`src/rtl/mws_pkg.sv`:
```
// Shared widths, word layout and start-index table for the sequencer.
package mws_pkg;
    localparam int ADDR_W = 6;
    localparam int DEPTH  = 1 << ADDR_W;
    localparam int WORD_W = 32;
    localparam int CS_W   = 8;
    localparam int BS_W   = 8;
    localparam int CTL_W  = 2;
    localparam int GP_W   = WORD_W - CS_W - BS_W - CTL_W;

    localparam logic [1:0] OP_NORMAL = 2'b00;

    localparam logic [ADDR_W-1:0] BASE_RD_ONE  = ADDR_W'(8'h00);
    localparam logic [ADDR_W-1:0] BASE_RD_MANY = ADDR_W'(8'h08);
    localparam logic [ADDR_W-1:0] BASE_WR_ONE  = ADDR_W'(8'h18);
    localparam logic [ADDR_W-1:0] BASE_WR_MANY = ADDR_W'(8'h20);

    typedef enum logic [1:0] {
        KIND_RD_ONE  = 2'b00,
        KIND_RD_MANY = 2'b01,
        KIND_WR_ONE  = 2'b10,
        KIND_WR_MANY = 2'b11
    } kind_e;

    typedef struct packed {
        logic [CS_W-1:0] cs;
        logic [BS_W-1:0] bs;
        logic [GP_W-1:0] gp;
        logic            wait_en;
        logic            last;
    } uword_t;

    // Map a request kind to the first table index of its pattern.
    function automatic logic [ADDR_W-1:0] start_index(input kind_e k);
        case (k)
            KIND_RD_ONE:  start_index = BASE_RD_ONE;
            KIND_RD_MANY: start_index = BASE_RD_MANY;
            KIND_WR_ONE:  start_index = BASE_WR_ONE;
            default:      start_index = BASE_WR_MANY;
        endcase
    endfunction
endpackage

```
`src/rtl/mws_pattern_ram.sv`:
```
// Pattern table: DEPTH words with a host write port and an asynchronous read port.
// Assumes: writes are legal only while the sequencer is idle; rejected writes
// are reported with a one-cycle pulse. The array itself is not reset.
module mws_pattern_ram
    import mws_pkg::*;
(
    input  logic              clk,
    input  logic              rst_n,
    input  logic              busy,
    input  logic              wr_en,
    input  logic [ADDR_W-1:0] wr_addr,
    input  logic [WORD_W-1:0] wr_data,
    input  logic [ADDR_W-1:0] rd_addr,
    output logic [WORD_W-1:0] rd_data,
    output logic              wr_rej
);
    logic [WORD_W-1:0] mem [DEPTH];

    // Store host words only while idle.
    always_ff @(posedge clk) begin
        if (wr_en && !busy) begin
            mem[wr_addr] <= wr_data;
        end
    end

    // Flag writes that arrive during an active pattern.
    always_ff @(posedge clk) begin
        if (!rst_n) begin
            wr_rej <= 1'b0;
        end else begin
            wr_rej <= wr_en && busy;
        end
    end

    // Combinational read of the addressed word.
    always_comb begin
        rd_data = mem[rd_addr];
    end
endmodule

```
`src/rtl/mws_wait_sync.sv`:
```
// Multi-stage synchronizer for the asynchronous wait input.
// Assumes: STAGES >= 1; output is the last stage, cleared by reset.
module mws_wait_sync #(
    parameter int STAGES = 2
) (
    input  logic clk,
    input  logic rst_n,
    input  logic async_in,
    output logic sync_out
);
    logic [STAGES-1:0] chain;

    generate
        if (STAGES == 1) begin : g_single
            // Single flop sampling of the wait line.
            always_ff @(posedge clk) begin
                if (!rst_n) chain <= '0;
                else        chain <= async_in;
            end
        end else begin : g_multi
            // Shift the wait line through the flop chain.
            always_ff @(posedge clk) begin
                if (!rst_n) chain <= '0;
                else        chain <= {chain[STAGES-2:0], async_in};
            end
        end
    endgenerate

    assign sync_out = chain[STAGES-1];
endmodule

```
`src/rtl/mws_index_ctrl.sv`:
```
// Index generator and word latch. Accepts a request when idle, latches the
// start word, then steps one word per clock until an end-marked word has been
// shown. A wait-enabled word holds while the synchronized wait is high.
// Assumes: rd_word is the table word at rd_addr in the same cycle.
module mws_index_ctrl
    import mws_pkg::*;
(
    input  logic              clk,
    input  logic              rst_n,
    input  logic              req_valid,
    input  logic [1:0]        req_kind,
    input  logic [1:0]        op_mode,
    input  logic              wait_s,
    input  logic [WORD_W-1:0] rd_word,
    output logic [ADDR_W-1:0] rd_addr,
    output logic              busy,
    output uword_t            cur
);
    logic [ADDR_W-1:0] ptr;
    logic [ADDR_W-1:0] first_idx;
    logic              accept;
    logic              frozen;

    // Decode the start index and the accept and freeze conditions.
    always_comb begin
        first_idx = start_index(kind_e'(req_kind));
        accept    = !busy && req_valid && (op_mode == OP_NORMAL);
        frozen    = busy && cur.wait_en && wait_s;
        rd_addr   = busy ? ptr : first_idx;
    end

    // Sequence state: start, advance, hold or finish a pattern.
    always_ff @(posedge clk) begin
        if (!rst_n) begin
            busy <= 1'b0;
            ptr  <= '0;
            cur  <= '0;
        end else if (accept) begin
            busy <= 1'b1;
            cur  <= uword_t'(rd_word);
            ptr  <= first_idx + ADDR_W'(1);
        end else if (busy && !frozen) begin
            if (cur.last) begin
                busy <= 1'b0;
                cur  <= '0;
            end else begin
                cur  <= uword_t'(rd_word);
                ptr  <= ptr + ADDR_W'(1);
            end
        end
    end
endmodule

```
`src/rtl/mws_out_drive.sv`:
```
// Output stage: maps the latched word onto the active-low selects and the
// general-purpose lines, forcing the idle levels when no pattern runs.
// Assumes: mask bit 1 in the word means the line is asserted (driven low).
module mws_out_drive
    import mws_pkg::*;
(
    input  logic            active,
    input  uword_t          cur,
    output logic [CS_W-1:0] cs_n,
    output logic [BS_W-1:0] bs_n,
    output logic [GP_W-1:0] gp
);
    // Drive line levels from the current word or the idle defaults.
    always_comb begin
        if (active) begin
            cs_n = ~cur.cs;
            bs_n = ~cur.bs;
            gp   = cur.gp;
        end else begin
            cs_n = '1;
            bs_n = '1;
            gp   = '0;
        end
    end
endmodule

```
`src/rtl/mem_wave_seq.sv`:
```
// Top of the microcoded memory timing sequencer: pattern table, wait
// synchronizer, index and latch logic, and output stage.
// Assumes: wait_in is asynchronous; all other inputs are synchronous to clk.
module mem_wave_seq
    import mws_pkg::*;
#(
    parameter int WAIT_STAGES = 2
) (
    input  logic              clk,
    input  logic              rst_n,
    input  logic              req_valid,
    input  logic [1:0]        req_kind,
    input  logic [1:0]        op_mode,
    input  logic              wait_in,
    input  logic              host_we,
    input  logic [ADDR_W-1:0] host_addr,
    input  logic [WORD_W-1:0] host_wdata,
    output logic              host_rej,
    output logic              busy,
    output logic [CS_W-1:0]   cs_n,
    output logic [BS_W-1:0]   bs_n,
    output logic [GP_W-1:0]   gp
);
    logic [ADDR_W-1:0] rd_addr;
    logic [WORD_W-1:0] rd_word;
    logic              wait_s;
    uword_t            cur_word;
    logic              cur_wait;
    logic              cur_last;

    assign cur_wait = cur_word.wait_en;
    assign cur_last = cur_word.last;

    mws_pattern_ram u_ram (
        .clk     (clk),
        .rst_n   (rst_n),
        .busy    (busy),
        .wr_en   (host_we),
        .wr_addr (host_addr),
        .wr_data (host_wdata),
        .rd_addr (rd_addr),
        .rd_data (rd_word),
        .wr_rej  (host_rej)
    );

    mws_wait_sync #(.STAGES(WAIT_STAGES)) u_sync (
        .clk      (clk),
        .rst_n    (rst_n),
        .async_in (wait_in),
        .sync_out (wait_s)
    );

    mws_index_ctrl u_idx (
        .clk       (clk),
        .rst_n     (rst_n),
        .req_valid (req_valid),
        .req_kind  (req_kind),
        .op_mode   (op_mode),
        .wait_s    (wait_s),
        .rd_word   (rd_word),
        .rd_addr   (rd_addr),
        .busy      (busy),
        .cur       (cur_word)
    );

    mws_out_drive u_out (
        .active (busy),
        .cur    (cur_word),
        .cs_n   (cs_n),
        .bs_n   (bs_n),
        .gp     (gp)
    );
endmodule

```
`config.mk`:
```
export PLATFORM = sky130hd
export DESIGN_NAME = mem_wave_seq
export DESIGN_NICKNAME = d
export VERILOG_FILES = /design/src/rtl/mws_pkg.sv /design/src/rtl/mws_pattern_ram.sv /design/src/rtl/mws_wait_sync.sv /design/src/rtl/mws_index_ctrl.sv /design/src/rtl/mws_out_drive.sv /design/src/rtl/mem_wave_seq.sv
export SDC_FILE = /design/constraint.sdc
export NUM_CORES = 2
export LEC_CHECK = 0
export CORE_UTILIZATION = 28
export DETAILED_ROUTE_END_ITERATION = 10
export RECOVER_POWER = 50
export SETUP_SLACK_MARGIN = 0.05
export SLEW_MARGIN = 20
export SYNTH_ARGS = -nofsm -noshare
export SYNTH_HDL_FRONTEND = slang
export SYNTH_SLANG_ARGS = --single-unit
export TNS_END_PERCENT = 100
```
`constraint.sdc`:
```
create_clock -name clk -period 4.5 [get_ports clk]
set_clock_uncertainty 0.1 [all_clocks]
set_input_delay 0.675 -clock clk [delete_from_list [all_inputs] [get_ports clk]]
set_output_delay 0.675 -clock clk [all_outputs]
set_load 0.05 [all_outputs]
```
[Yosys cells after proc, flatten, opt, wreduce, memory -nomap -nowiden]
Memories as Yosys holds them, arrays and structs flattened.
Index checks and enable logic that the tools add are counted.
Operators by class
  add/sub/neg operators: 2
  equality and inequality tests: 3
  muxes and demuxes: 16
  bitwise logic cells: 2
  reductions and logical operators: 15
Operators by type and width (number)
  $mux 32: 3
  $mux 6: 4
  $pmux 6 s3: 1
  $mux 8: 2
  $not 8->8: 2
  $mux 14: 1
  $add 6x1->6 const B: 2
  $logic_and 1x1->1: 7
  $mux 1: 5
  $logic_not 2->1: 2
  $reduce_and 2->1: 2
  $reduce_bool 2->1: 2
  $eq 2x1->1 const B: 1
  $eq 2x2->1 const B: 1
  $logic_not 1->1: 2
  $ne 2x2->1 const B: 1
Storage, ports and cells
  register bits: 42
  RAM bits: 2048
  input port bits: 47
  output and inout port bits: 32
  word-level logic and storage cells: 48
  memories: 1
Memories
  u_ram.mem: words 64, width 32, rd ports 1, clocked after memory_dff 0, write ports 1, RTL line mws_pattern_ram.sv:17  | logic [WORD_W-1:0] mem [DEPTH];

[Logic depth before layout (Yosys ltp)]
An unclocked memory read counts as a cell.
  depth in word-level cells: 7
  gate-level depth with buffers: 11
  gate-level depth less buffers: 8

[Cells and area by module]
Synthesis repeated with hierarchy kept, for this count alone.
Second synthesis, totals
  cell total of the unflattened synthesis: 3569
  area total of the unflattened synthesis: 80048.0 µm²
Modules (own cells, without submodules)
  mws_pattern_ram: instances 1, cells an instance 3370, area an instance 78042.3 µm², seq. area each 61519.0 µm²
  mws_index_ctrl: instances 1, cells an instance 162, area an instance 1788.0 µm², seq. area each 780.7 µm²
  mws_out_drive: instances 1, cells an instance 33, area an instance 165.2 µm², seq. area each 0.0 µm²
  mws_wait_sync: instances 1, cells an instance 4, area an instance 52.6 µm², seq. area each 40.0 µm²

[Worst setup path before layout]
No wires, ideal clock.
  path kind: register to register
  start: register u_idx.busy
  end: memory u_ram.mem[48][0], enable pin
  setup time: 0.461 ns
  data arrival time: 3.694 ns
  required time: 3.939 ns
  setup slack: 0.245 ns
  stages on the path, launching flop included: 6
  buffers on the path: 3
  clock period less this slack: 4.255 ns
  cell sequence: dfxtp_1 -> buf_2 -> buf_2 -> clkbuf_1 -> or3_1 -> nor3_1
Between the ends
  cells in the longest elaborated chain, start to end: 4
Ends and longest elaborated chain
  start, declared: RTL line mws_index_ctrl.sv:16  | output logic busy,
  start signal, assigned: RTL line mws_index_ctrl.sv:35  | busy <= 1'b0;
  start signal, assigned: RTL line mws_index_ctrl.sv:39  | busy <= 1'b1;
  start signal, assigned: RTL line mws_index_ctrl.sv:44  | busy <= 1'b0;
  $logic_not 1->1: RTL line mws_pattern_ram.sv:21  | if (wr_en && !busy) begin
  $logic_and 1x1->1: RTL line mws_pattern_ram.sv:21
  $mux 1: RTL line mws_pattern_ram.sv:21
  $mux 1 (not written as such): RTL line mws_pattern_ram.sv:22  | mem[wr_addr] <= wr_data;
  end, declared: RTL line mws_pattern_ram.sv:17
No other way between the ends.

[Worst setup path in the final report]
  start: register u_idx.busy
  end: output port gp[7]
Between the ends
  cells in the longest elaborated chain, start to end: 1
Ends and longest elaborated chain
  $mux 14: RTL line mws_out_drive.sv:15  | if (active) begin
  end, declared: RTL line mem_wave_seq.sv:22  | output logic [GP_W-1:0] gp
No other way between the ends.

==> results.json <==
{
  "antenna_left": 0,
  "cts_sinks": 2090,
  "status": "finished, violations left",
  "syn_area_um2": 82200,
  "place_congestion": 0.871,
  "fin_tns_setup_ps": 0,
  "syn_area_per_cell_um2": 16.9,
  "n_fill_cell": 27853,
  "vias": 45988,
  "clk_latency_ps": 840,
  "slew_viol_final": 1846,
  "max_stage_delay_ps": 910,
  "critPathKind": "flop to output pin",
  "placementRows": 198,
  "io_buffers": 78,
  "critPathLaunchType": "flop",
  "area_growth_pct": 14.8,
  "hold_path_class": "input port to flop",
  "nets": 5026,
  "yosysMostFrequentCell": "edfxtp_1",
  "fmax_ghz": 0.255,
  "antenna_found_initial": 23,
  "fp.dieH_um": 544,
  "seq_area_frac_synth": 0.758,
  "finalHoldViolCount": 0,
  "fp.coreArea_um2": 292000,
  "clkTransAtPathRegs_ps": 60,
  "cts-htree-levels": 4,
  "p_per_area_nw_per_um2": 422,
  "grt_overflow_total": 0,
  "synth-edff-count": 2048,
  "min_period_ps": 3930,
  "cts_resized": 0,
  "r2r-start": "u_idx.busy",
  "yosys_warnings": 0,
  "worst_pin_slew_ps": 3880,
  "synth_area_leaders": "edfxtp_1 (75%), mux2i_1 (6.2%), o22ai_1 (1.8%), a221oi_1 (1.6%), mux4_2 (1.4%)",
  "grt_first_pass_wirelength_um": 330000,
  "setup_viol": 0,
  "synth.ff_latch_count": 2090,
  "violations": "max-capacitance violations, max-slew violations",
  "pin_count": 79,
  "endpoint_kind": "output pin",
  "worstPathMaxFanout": 49,
  "arrival_ps": 3150,
  "total_leakage_power_nw": 28.1,
  "max-slew-margin-rel": -1.58,
  "grt.total_usage": 0.151,
  "yosys_most_used_dff": "edfxtp_1",
  "drv_cap": 41,
  "rsz0062_at_grt": "no",
  "required_ps": 3720,
  "wl_per_cell_um": 25.5,
  "drtIter0Drc": 5451,
  "dieArea_um2": 296000,
  "cts.path.max_buffers": 4,
  "fin_crit_sh": 0.873,
  "drt_first_pass_iters": 6,
  "grt_max_degree": 138,
  "clockRootBuffer": "clkbuf_16",
  "tritoncts": "done",
  "syn_inst": 4871,
  "worstHoldStart": "wait_in",
  "slowest_stage": "dfxtp_4",
  "holdPathEnd": "u_sync.chain[0]",
  "synth_common_cells": "edfxtp_1 (2048), mux2i_1 (512), o22ai_1 (236)",
  "grt_pass1_vias": 44549,
  "start_util": 0.282,
  "utilization": 0.324,
  "die_w_um": 544,
  "via_per_inst": 5.09,
  "r2r-end": "u_idx.cur[17]",
  "worst_ir_drop_vdd_uv": 323,
  "holdWs_ps": 325,
  "ff2ff_setup_slack_ps": 830,
  "syn_nets": 4921,
  "ys_types": 61,
  "rr_worst_depth": 7,
  "crit_path_cell_trace": "buf_4 -> and2_1 -> clkdlybuf4s50_1",
  "hold_depth": 2,
  "route.detailed.drc": 0,
  "drive_above_1_share": 0.120,
  "place_hpwl_um": 138000,
  "numCtsBuffers": 194,
  "synth_area_leader_cell": "edfxtp_1",
  "yosys.area.top_type_share": 0.748,
  "wirelength_um": 231000,
  "async_flop_share": 0
}
-- where the power goes --
group          internal [mW]  total, mW  switching (mW)
clock network           9.00       16.1            7.06
logic                  0.672       2.11            1.44
registers               21.5       21.7           0.122
total                   31.2       39.8            8.63
-- layout make-up --
| type | instances | area [um^2] | share of cell area |
|---|---|---|---|
| timing repair buffer | 263 | 2440 | 0.0258 |
| inverter | 224 | 846 | 0.00896 |
| antenna | 9 | 22.5 | 0.000238 |
| sequential | 2090 | 62400 | 0.660 |
| clock inverter | 109 | 951 | 0.0101 |
| multi-input combinational | 2203 | 17800 | 0.189 |
| tap | 3900 | 4880 | 0.0517 |
| clock buffer | 240 | 5130 | 0.0543 |
-- what timing repair did --
item,in CTS,in global routing
hold buffers,1,0
buffers inserted,0,0
hold endpoints to repair,4,0
-- layout by cell type, fill, tap and decap left out, types with 14 or more instances in the layout --
master and instances:
a211o_1 24, a211oi_1 123, a21oi_1 57, a221oi_1 151, a22oi_1 14, a31oi_1 14
a32oi_1 80, and2_1 16, and3_1 17, buf_12 44, buf_4 117, bufinv_16 16
clkbuf_1 94, clkbuf_16 197, clkdlybuf4s50_1 44, clkinv_1 42, clkinv_2 33, dfxtp_1 38
edfxtp_1 2048, inv_1 222, mux2_2 42, mux2i_1 512, mux4_2 50, nand2_1 164
nand3_1 62, nor2_1 103, nor2_4 58, nor2b_1 15, o211ai_1 88, o21a_1 41
o21ai_0 61, o221ai_1 64, o22a_1 71, o22ai_1 235, o31ai_1 16
-- stage by stage --
stage                     power, mW  std cells  setup WS [ps]  area, um^2
final                          39.8       9038            571       94400
after global routing           40.8       9036            490       94400
after CTS                      40.0       9029            534       94600
after detailed placement       24.2       8679            546       88500
after global placement         24.1       8679            557       88500
after floorplan                23.2       4871            245       82200
-- critical path: cells and delay by family (launching register included) --
| family | cells | cell delay [ps] |
|---|---|---|
| buffers and inverters | 2 | 1180 |
| DFF | 1 | 910 |
| and+or+nand+nor | 1 | 180 |
-- sequential cells by signal, indices dropped and copies added (netlist names) --
name and flops:
u_sync.chain 2, u_idx.busy 1, u_idx.ptr 6, u_idx.cur 32, u_ram.mem 2048, u_ram.wr_rej 1
-- worst max-delay path by stage --
stage / start / endpoint / slack, ps / depth (start not counted)
after global placement: req_kind[0] / u_idx.cur[7] / 560 / 11
after CTS: u_idx.busy / gp[7] / 530 / 3
after floorplan: u_idx.busy / u_ram.mem[48][0] / 240 / 5
after global routing: u_idx.busy / gp[13] / 490 / 3
after detailed placement: req_kind[0] / u_idx.cur[2] / 550 / 11
final: u_idx.busy / gp[7] / 570 / 3
-- cell families after synthesis --
family,share of synthesized area
DFF,0.758
AOI/OAI and AO/OA,0.101
muxes,0.0818
buffers and inverters,0.0317
and+or+nand+nor,0.0267
xor gates and xnor gates,0.000426
adders and majority gates,0.000456
-- metal layers --
metal	GRT usage	routed length, um	part of all wire
met5	0	104	0.00045
met4	0.0517	7230	0.031
met3	0.0227	16600	0.072
met2	0.254	113000	0.49
met1	0.198	93800	0.41
Power figures use the tool's default switching activity.
